<file path="src/rtl/sem_unit_pkg.sv">
package sem_unit_pkg;
  typedef enum logic [1:0] {
    OP_CREATE = 2'd0,
    OP_DELETE = 2'd1,
    OP_WAIT   = 2'd2,
    OP_SIGNAL = 2'd3
  } sem_op_e;
endpackage

</file>
<file path="src/rtl/sem_unit_entries.sv">
// Per-semaphore state: allocation flag, signed count, queue head and tail.
module sem_unit_entries #(
  parameter int N_SEM  = 4,
  parameter int CNT_W  = 6,
  parameter int PROC_W = 4,
  parameter int SEM_W  = 2
) (
  input  logic                    clk,
  input  logic                    rst,
  input  logic [SEM_W-1:0]        idx,
  output logic                    rd_alloc,
  output logic signed [CNT_W-1:0] rd_cnt,
  output logic [PROC_W-1:0]       rd_head,
  output logic [PROC_W-1:0]       rd_tail,
  input  logic                    we,
  input  logic                    wr_alloc,
  input  logic signed [CNT_W-1:0] wr_cnt,
  input  logic [PROC_W-1:0]       wr_head,
  input  logic [PROC_W-1:0]       wr_tail
);
  logic                    alloc_q [N_SEM];
  logic signed [CNT_W-1:0] cnt_q   [N_SEM];
  logic [PROC_W-1:0]       head_q  [N_SEM];
  logic [PROC_W-1:0]       tail_q  [N_SEM];

  for (genvar g = 0; g < N_SEM; g++) begin : g_entry
    always_ff @(posedge clk) begin
      if (rst) begin
        alloc_q[g] <= 1'b0;
        cnt_q[g]   <= '0;
        head_q[g]  <= '0;
        tail_q[g]  <= '0;
      end else if (we && idx == SEM_W'(g)) begin
        alloc_q[g] <= wr_alloc;
        cnt_q[g]   <= wr_cnt;
        head_q[g]  <= wr_head;
        tail_q[g]  <= wr_tail;
      end
    end
  end

  assign rd_alloc = alloc_q[idx];
  assign rd_cnt   = cnt_q[idx];
  assign rd_head  = head_q[idx];
  assign rd_tail  = tail_q[idx];
endmodule

</file>
<file path="src/rtl/sem_unit_links.sv">
// Shared link table and blocked-priority table, both indexed by process.
module sem_unit_links #(
  parameter int N_PROC = 16,
  parameter int PROC_W = 4,
  parameter int PRIO_W = 3
) (
  input  logic              clk,
  input  logic              link_we,
  input  logic [PROC_W-1:0] link_addr,
  input  logic [PROC_W-1:0] link_data,
  input  logic              prio_we,
  input  logic [PROC_W-1:0] prio_addr,
  input  logic [PRIO_W-1:0] prio_data,
  input  logic [PROC_W-1:0] rd_addr,
  output logic [PROC_W-1:0] rd_link,
  output logic [PRIO_W-1:0] rd_prio
);
  logic [PROC_W-1:0] link_mem [N_PROC];
  logic [PRIO_W-1:0] prio_mem [N_PROC];

  always_ff @(posedge clk) begin
    if (link_we) link_mem[link_addr] <= link_data;
    if (prio_we) prio_mem[prio_addr] <= prio_data;
  end

  assign rd_link = link_mem[rd_addr];
  assign rd_prio = prio_mem[rd_addr];
endmodule

</file>
<file path="src/rtl/sem_unit_ctrl.sv">
// Combinational decision: next entry state, table writes and response flags.
module sem_unit_ctrl
  import sem_unit_pkg::*;
#(
  parameter int CNT_W  = 6,
  parameter int PROC_W = 4,
  parameter int PRIO_W = 3
) (
  input  sem_op_e                 op,
  input  logic [PROC_W-1:0]       proc,
  input  logic [PRIO_W-1:0]       prio,
  input  logic [CNT_W-2:0]        init,
  input  logic                    cur_alloc,
  input  logic signed [CNT_W-1:0] cur_cnt,
  input  logic [PROC_W-1:0]       cur_head,
  input  logic [PROC_W-1:0]       cur_tail,
  input  logic [PROC_W-1:0]       head_link,
  input  logic [PRIO_W-1:0]       head_prio,
  output logic                    ent_we,
  output logic                    nxt_alloc,
  output logic signed [CNT_W-1:0] nxt_cnt,
  output logic [PROC_W-1:0]       nxt_head,
  output logic [PROC_W-1:0]       nxt_tail,
  output logic                    link_we,
  output logic                    prio_we,
  output logic                    o_switch,
  output logic                    o_wake,
  output logic [PROC_W-1:0]       o_wake_proc,
  output logic [PRIO_W-1:0]       o_wake_prio,
  output logic                    o_err
);
  localparam logic signed [CNT_W-1:0] ONE = CNT_W'(1);

  logic signed [CNT_W-1:0] cnt_dec, cnt_inc;
  logic                    q_empty, q_single;

  assign cnt_dec  = cur_cnt - ONE;
  assign cnt_inc  = cur_cnt + ONE;
  assign q_empty  = (cur_head == '0);
  assign q_single = (cur_head == cur_tail);

  always_comb begin
    ent_we      = 1'b0;
    nxt_alloc   = cur_alloc;
    nxt_cnt     = cur_cnt;
    nxt_head    = cur_head;
    nxt_tail    = cur_tail;
    link_we     = 1'b0;
    prio_we     = 1'b0;
    o_switch    = 1'b0;
    o_wake      = 1'b0;
    o_wake_proc = '0;
    o_wake_prio = '0;
    o_err       = 1'b0;
    unique case (op)
      OP_CREATE: begin
        if (cur_alloc) o_err = 1'b1;
        else begin
          ent_we    = 1'b1;
          nxt_alloc = 1'b1;
          nxt_cnt   = $signed({1'b0, init});
          nxt_head  = '0;
          nxt_tail  = '0;
        end
      end
      OP_DELETE: begin
        if (!cur_alloc || !q_empty) o_err = 1'b1;
        else begin
          ent_we    = 1'b1;
          nxt_alloc = 1'b0;
          nxt_cnt   = '0;
        end
      end
      OP_WAIT: begin
        if (!cur_alloc || proc == '0) o_err = 1'b1;
        else begin
          ent_we  = 1'b1;
          nxt_cnt = cnt_dec;
          if (cnt_dec[CNT_W-1]) begin
            o_switch = 1'b1;
            prio_we  = 1'b1;
            nxt_tail = proc;
            if (q_empty) nxt_head = proc;
            else         link_we  = 1'b1;
          end
        end
      end
      OP_SIGNAL: begin
        if (!cur_alloc) o_err = 1'b1;
        else begin
          ent_we  = 1'b1;
          nxt_cnt = cnt_inc;
          if ((cnt_inc[CNT_W-1] || cnt_inc == '0) && !q_empty) begin
            o_wake      = 1'b1;
            o_wake_proc = cur_head;
            o_wake_prio = head_prio;
            o_switch    = (head_prio < prio);
            nxt_head    = q_single ? '0 : head_link;
            nxt_tail    = q_single ? '0 : cur_tail;
          end
        end
      end
      default: o_err = 1'b1;
    endcase
  end
endmodule

</file>
<file path="src/rtl/sem_block_unit.sv">
module sem_block_unit
  import sem_unit_pkg::*;
#(
  parameter int N_SEM  = 4,
  parameter int N_PROC = 16,
  parameter int PRIO_W = 3,
  parameter int CNT_W  = 6
) (
  input  logic                       clk,
  input  logic                       rst,
  input  logic                       req_valid,
  output logic                       req_ready,
  input  logic [1:0]                 req_op,
  input  logic [$clog2(N_SEM)-1:0]   req_sem,
  input  logic [$clog2(N_PROC)-1:0]  req_proc,
  input  logic [PRIO_W-1:0]          req_prio,
  input  logic [CNT_W-2:0]           req_init,
  output logic                       rsp_valid,
  input  logic                       rsp_ready,
  output logic                       rsp_switch,
  output logic                       rsp_wake,
  output logic [$clog2(N_PROC)-1:0]  rsp_wake_proc,
  output logic [PRIO_W-1:0]          rsp_wake_prio,
  output logic                       rsp_err
);
  localparam int SEM_W  = $clog2(N_SEM);
  localparam int PROC_W = $clog2(N_PROC);

  logic                    fire;
  logic                    cur_alloc;
  logic signed [CNT_W-1:0] cur_cnt;
  logic [PROC_W-1:0]       cur_head, cur_tail, head_link;
  logic [PRIO_W-1:0]       head_prio;
  logic                    ent_we, nxt_alloc, link_we, prio_we;
  logic signed [CNT_W-1:0] nxt_cnt;
  logic [PROC_W-1:0]       nxt_head, nxt_tail;
  logic                    d_switch, d_wake, d_err;
  logic [PROC_W-1:0]       d_wake_proc;
  logic [PRIO_W-1:0]       d_wake_prio;

  assign req_ready = !rsp_valid || rsp_ready;
  assign fire      = req_valid && req_ready;

  sem_unit_entries #(
    .N_SEM(N_SEM), .CNT_W(CNT_W), .PROC_W(PROC_W), .SEM_W(SEM_W)
  ) u_entries (
    .clk(clk), .rst(rst), .idx(req_sem),
    .rd_alloc(cur_alloc), .rd_cnt(cur_cnt), .rd_head(cur_head), .rd_tail(cur_tail),
    .we(fire && ent_we), .wr_alloc(nxt_alloc), .wr_cnt(nxt_cnt),
    .wr_head(nxt_head), .wr_tail(nxt_tail)
  );

  sem_unit_links #(
    .N_PROC(N_PROC), .PROC_W(PROC_W), .PRIO_W(PRIO_W)
  ) u_links (
    .clk(clk),
    .link_we(fire && link_we), .link_addr(cur_tail), .link_data(req_proc),
    .prio_we(fire && prio_we), .prio_addr(req_proc), .prio_data(req_prio),
    .rd_addr(cur_head), .rd_link(head_link), .rd_prio(head_prio)
  );

  sem_unit_ctrl #(
    .CNT_W(CNT_W), .PROC_W(PROC_W), .PRIO_W(PRIO_W)
  ) u_ctrl (
    .op(sem_op_e'(req_op)), .proc(req_proc), .prio(req_prio), .init(req_init),
    .cur_alloc(cur_alloc), .cur_cnt(cur_cnt), .cur_head(cur_head), .cur_tail(cur_tail),
    .head_link(head_link), .head_prio(head_prio),
    .ent_we(ent_we), .nxt_alloc(nxt_alloc), .nxt_cnt(nxt_cnt),
    .nxt_head(nxt_head), .nxt_tail(nxt_tail),
    .link_we(link_we), .prio_we(prio_we),
    .o_switch(d_switch), .o_wake(d_wake), .o_wake_proc(d_wake_proc),
    .o_wake_prio(d_wake_prio), .o_err(d_err)
  );

  always_ff @(posedge clk) begin
    if (rst) begin
      rsp_valid     <= 1'b0;
      rsp_switch    <= 1'b0;
      rsp_wake      <= 1'b0;
      rsp_wake_proc <= '0;
      rsp_wake_prio <= '0;
      rsp_err       <= 1'b0;
    end else if (req_ready) begin
      rsp_valid <= req_valid;
      if (req_valid) begin
        rsp_switch    <= d_switch;
        rsp_wake      <= d_wake;
        rsp_wake_proc <= d_wake_proc;
        rsp_wake_prio <= d_wake_prio;
        rsp_err       <= d_err;
      end
    end
  end
endmodule

</file>
<file path="config.mk">
export PLATFORM = sky130hd
export DESIGN_NAME = sem_block_unit
export DESIGN_NICKNAME = d
export VERILOG_FILES = /design/src/rtl/sem_unit_pkg.sv /design/src/rtl/sem_unit_entries.sv /design/src/rtl/sem_unit_links.sv /design/src/rtl/sem_unit_ctrl.sv /design/src/rtl/sem_block_unit.sv
export SDC_FILE = /design/constraint.sdc
export NUM_CORES = 1
export LEC_CHECK = 0
export BUFFER_PORTS_ARGS = -buffer_cell sky130_fd_sc_hd__buf_2
export CAP_MARGIN = 20
export CORE_MARGIN = 10
export CORE_UTILIZATION = 50
export CTS_CLUSTER_DIAMETER = 50
export DETAILED_ROUTE_END_ITERATION = 10
export GPL_TIMING_DRIVEN = 0
export PLACE_DENSITY_LB_ADDON = 0.1
export SYNTH_ARGS = -nofsm -noshare
export SYNTH_HDL_FRONTEND = slang
export SYNTH_SLANG_ARGS = --single-unit
</file>
<file path="constraint.sdc">
create_clock -name clk -period 3.9 [get_ports clk]
set_input_delay 0.585 -clock clk [delete_from_list [all_inputs] [get_ports clk]]
set_output_delay 0.585 -clock clk [all_outputs]
set_load 0.05 [all_outputs]
</file>
[Yosys cells after proc, flatten, opt, wreduce, memory -nomap -nowiden]
Memories as Yosys holds them, arrays and structs flattened.
Index checks and enable logic that the tools add are counted.
Storage, ports and cells
  register bits after elaboration: 11
  ROM bits: 0
  latch bits: 0
  memories kept: 6
  output and inout port bits: 12
  bits in writable memories: 172
Memory list
  u_links.link_mem: depth 16, bits a word 4, rd ports 1, clocked after memory_dff 0, wr ports 1, RTL line sem_unit_links.sv:18  | logic [PROC_W-1:0] link_mem [N_PROC];
  u_links.prio_mem: depth 16, bits a word 3, rd ports 1, clocked after memory_dff 0, wr ports 1, RTL line sem_unit_links.sv:19  | logic [PRIO_W-1:0] prio_mem [N_PROC];
  u_entries.cnt_q: depth 4, bits a word 6, rd ports 1, clocked after memory_dff 0, wr ports 4, RTL line sem_unit_entries.sv:22  | logic signed [CNT_W-1:0] cnt_q [N_SEM];
  u_entries.head_q: depth 4, bits a word 4, rd ports 1, clocked after memory_dff 0, wr ports 4, RTL line sem_unit_entries.sv:23  | logic [PROC_W-1:0] head_q [N_SEM];
  u_entries.tail_q: depth 4, bits a word 4, rd ports 1, clocked after memory_dff 0, wr ports 4, RTL line sem_unit_entries.sv:24  | logic [PROC_W-1:0] tail_q [N_SEM];
  u_entries.alloc_q: depth 4, bits a word 1, rd ports 1, clocked after memory_dff 0, wr ports 4, RTL line sem_unit_entries.sv:21  | logic alloc_q [N_SEM];
Operators by class
  multiply operators: 0
  divide/modulo/power cells: 0
  reductions and logical operators: 22
  $lt $le $gt $ge: 1
  equal/unequal tests: 7
  muxes and demuxes: 83
  add/subtract/negate cells: 2
  shift operators: 0
  bitwise logic cells: 16
Operator list (number)
  4-bit 2-to-1 mux: 24
  6-bit 2-to-1 mux: 8
  1-bit 2-to-1 mux: 41
  4-bit one-hot mux with 3 select lines: 2
  6-bit one-hot mux with 4 select lines: 1
  1-bit OR: 16
  1-bit logical AND: 9
  3-bit 2-to-1 mux: 3
  2-bit equality test (second input constant): 4
  4-bit logical NOT: 2
  1-bit one-hot mux with 4 select lines: 2
  6-bit by 2-bit adder with 6-bit output (second input constant): 1
  6-bit logical NOT: 1
  6-bit by 2-bit subtractor with 6-bit output (second input constant): 1
  2-bit by 1-bit equality test with 1-bit output (second input constant): 2
  4-bit equality test: 1
  2-bit logical NOT: 2
  1-bit logical OR: 4
  1-bit one-hot mux with 2 select lines: 2
  1-bit logical NOT: 3
  3-bit less-than comparator: 1
  2-bit AND reduction: 1

[Logic depth before layout (Yosys ltp)]
An unclocked memory read counts as a cell.
  depth after elaboration: 12
  gate-level depth with buffers: 12
  depth with buffers taken out: 9

[Cells and area by module]
Synthesis repeated with hierarchy kept, for this count alone.
Second synthesis, totals
  cell total of the unflattened synthesis: 614
  area total of the unflattened synthesis: 8725.9 µm²
Modules (own cells, without submodules)
  sem_unit_links: cells an instance 219, area each 4500.6 µm², seq. area each 3363.2 µm², times used 1
  sem_unit_entries: cells an instance 173, area each 2651.3 µm², seq. area each 1801.7 µm², times used 1
  sem_unit_ctrl: cells an instance 169, area each 1047.3 µm², seq. area each 0.0 µm², times used 1
  sem_block_unit: cells an instance 53, area each 526.8 µm², seq. area each 220.2 µm², times used 1

[Least setup slack after synthesis]
Ideal clock, no wire load.
  kind: in2reg
  start point: in req_sem[0]
  end point: mem u_links.link_mem[0][0] (enable)
  arrival: 3.169 ns
  setup slack: 0.402 ns
  buffers on the path: 1
  stages: 7
  cells stage by stage: buf_6 mux4_2 or3_4 or3_4 a211oi_4 or4b_4 nor2_1
On the way
  longest elaborated chain between the ends: 9
Ends and longest elaborated chain
  start, declared: RTL line sem_block_unit.sv:14  | input logic [$clog2(N_SEM)-1:0] req_sem,
  parallel branches: the longest is 9 deep, another holds memory 4 x 6 bit
  end, declared: RTL line sem_unit_links.sv:18
Several ways; the timed one is not identified.

[Final worst setup path]
  start point: in req_sem[0]
  end point: mem u_links.link_mem[12][3] (enable)
Same word-level chain as after synthesis.

==> flow_metrics.tcl <==
set metrics [dict create \
    first_global_vias 5243 \
    wl_per_cell_um 22.61 \
    antenna_cells 0 \
    required_ns 3.97 \
    slew_viol_final 0 \
    ys_warn_count 0 \
    groute.usage.overall_pct 18.02 \
    die_w_um 149.9 \
    final_cell_mix "edfxtp_1 (172), nor2_1 (61), a21oi_1 (49)" \
    synth_fa_ha_area_share_pct 0.5931 \
    synth_top_family_by_area "multiplexers" \
    cpPeakStageDelay_ns 0.62 \
    p_per_area_nw_per_um2 459.1 \
    die_h_um 149.9 \
    viasPerCell 6.060 \
    period_minus_slack_ns 3.752 \
    cts-root-buf "clkbuf_16" \
    ctsHoldBuffers 0 \
    critPathTopFamily "simple AND/OR/NAND/NOR gates" \
    gp_congestion 0.8247 \
    worstMarginPinSlew_ns 0.8186 \
    relSlewSlack_pct 45.43 \
    power.leakage_nw 3.114 \
    async_flop_share_pct 0 \
    cts_resized 0 \
    final_common_cell "edfxtp_1" \
    reg2reg_from "u_entries.cnt_q[3][0]$_SDFFCE_PN0P_" \
    drv_cap 0 \
    cts_tree "built" \
    synth_top_area_share_pct 61.21 \
    synthSimpleGateAreaFrac_pct 11.08 \
    fin_worst_skew_ns 0.01375 \
    max_freq_mhz 266.5 \
    grt_max_degree 18 \
    layout-drive-gt1-share_pct 18.29 \
    numClockSinks 183 \
    crit_type "in2reg" \
    synth-edff-count 172 \
    critical_path_arrival_ns 3.82 \
    startpoint "req_sem[0]" \
    synthMuxAreaShare_pct 13.54 \
    drtAntennaViolNets 0 \
    path_common_cell "or3_4" \
    reg2reg_depth 6 \
    cp_max_fo 10 \
    crit_path_end_kind "flop" \
    placed_area_um2 8866 \
    min-delay-start "req_valid" \
    ir_drop_mv 0.3222 \
    dp_hpwl_mm 13.90 \
    clockBufferDepth 2 \
    drtIter0Drc 458 \
    finalCritPeriodShare_pct 96.20 \
    vias 5242 \
    fillers 1354 \
    io_buffers 29 \
    synth_cell_types 67 \
    syn_inst 582 \
    start_util_pct 50.88 \
    setup-violations-final 0 \
    grt_pass1_wl_mm 30.26 \
    crit_buf_inv 2 \
    timing.hold.worst_path_depth 3 \
    yosys.area.top_type "edfxtp_1" \
    hold_viol 0 \
    core_um2 16580 \
    insertion_delay_ns 0.44 \
    rows 47 \
    io_pins 32 \
    critPathSlowestCell "mux4_2" \
    drc 0 \
    hold_path.class "in2reg" \
    status "finished clean" \
    p_total_mw 4.331 \
    synth_compound_gate_area_share_pct 7.192 \
    cp_cell_sequence "buf_2 -> buf_6 -> mux4_2 -> or3_4 -> or3_4 -> a211oi_4 -> or4b_4 -> nor2_1" \
    drt-total-wl_mm 19.56 \
    nNetsFinal 656 \
    cts-buffers-inserted 17 \
    grt_overflow 0 \
    ys.flop_type "edfxtp_1" \
    syn_area_per_cell_um2 14.50 \
    grt_antenna_before_repair 0 \
    start_kind "primary input" \
    synth.cell_area_um2 8438 \
    synth_xor_area_share_pct 0.8304 \
    dr.pass1.iters 5 \
    worst-path-stages 8 \
    area_growth_pct 11.79 \
    clkSlewWorstSetupHoldPaths_ns 0.06 \
    htreeDepth 4 \
    ys_seq_area_share_pct 63.82 \
    synth_seq_cells 183 \
    synth_area_leaders "edfxtp_1 (61%), mux4_2 (7.5%), mux2i_1 (3.0%)" \
    die-area_um2 22470 \
    cts_setup_buffers 0 \
    fin_area_um2 9433 \
    rsz0062_at_grt "no" \
]
power breakdown:
group          total (mW)  internal [mW]  leakage [nW]  switching (mW)
Combinational       0.479          0.175          1.12           0.304
Sequential           2.19           2.18          1.72         0.00894
Clock                1.66          0.898         0.274           0.765
worst paths after layout:
check,end,slack (ns)
worst max-delay path,u_links.link_mem[12][3]$_DFFE_PP_,0.15
worst min-delay path,rsp_valid$_SDFFE_PP0N_,0.43
worst max register to register,u_links.link_mem[12][3]$_DFFE_PP_,0.24
worst min register to register,rsp_wake_proc[1]$_SDFFE_PP0P_,0.46
final cells by class:
| type | instances | area (um^2) | share of cell area (%) |
|---|---|---|---|
| multi-input combinational | 358 | 2815 | 29.84 |
| sequential | 183 | 5385 | 57.09 |
| tap | 220 | 275.3 | 2.918 |
| buffer | 38 | 226.5 | 2.401 |
| inverter | 5 | 18.77 | 0.1990 |
| clock buffer | 18 | 429.2 | 4.550 |
| clock inverter | 14 | 137.6 | 1.459 |
| timing repair buffer | 29 | 145.1 | 1.539 |
through the flow:
| stage | worst slack [ns] | setup TNS [ns] | hold slack [ns] | instances | utilization, % |
|---|---|---|---|---|---|
| 4_1_cts | 0.1555 | 0 | 0.4119 | 865 | 56.88 |
| 2_1_floorplan | 0.4015 | 0 | 0.6713 | 584 | - |
| 5_1_grt | 0.006606 | 0 | 0.4363 | 865 | 56.88 |
| 6_report | 0.1483 | 0 | 0.4275 | 865 | 56.88 |
| 3_3_place_gp | -0.2305 | -15.04 | 0.4456 | 833 | 53.46 |
| 3_5_place_dp | -0.2963 | -19.64 | 0.4490 | 833 | 53.46 |
layer usage:
metal	up-vias	GRT usage, %	wire length (um)
met2	183	29.27	9559
li1	2382	-	-
met1	2649	23.14	8307
met4	0	6.171	381
met5	-	0	0
met3	28	4.499	1311
registers in the layout, indices dropped and copies added (netlist names):
| name | cells |
|---|---|
| u_entries.cnt_q | 24 |
| rsp_wake | 1 |
| rsp_wake_proc | 4 |
| u_links.link_mem | 64 |
| u_entries.alloc_q | 4 |
| u_links.prio_mem | 48 |
| rsp_switch | 1 |
| rsp_valid | 1 |
| rsp_err | 1 |
| rsp_wake_prio | 3 |
| u_entries.tail_q | 16 |
| u_entries.head_q | 16 |
worst reg2reg max path, cell delays in order (launching register included):
cell and delay [ns]:
edfxtp_1 0.38, mux4_2 0.58, or3_4 0.45, or3_4 0.38, a211oi_4 0.46, or4b_4 0.57
nor2_1 0.46
Yosys cell counts (all sizes together) (8+ instances only):
| library cell | n |
|---|---|
| a21oi | 49 |
| clkbuf | 31 |
| dfxtp | 11 |
| edfxtp | 172 |
| mux2i | 25 |
| mux4 | 35 |
| nand2 | 32 |
| nand3 | 23 |
| nand4 | 8 |
| nor2 | 61 |
logic make-up after synthesis:
kind of cell / after synthesis
DFF: 183
and+or+nand+nor: 181
AOI/OAI and AO/OA: 95
muxes: 67
buffers and inverters: 43
xor gates and xnor gates: 8
adders and majority gates: 4
other: 1
(Power assumes the default switching activity.)
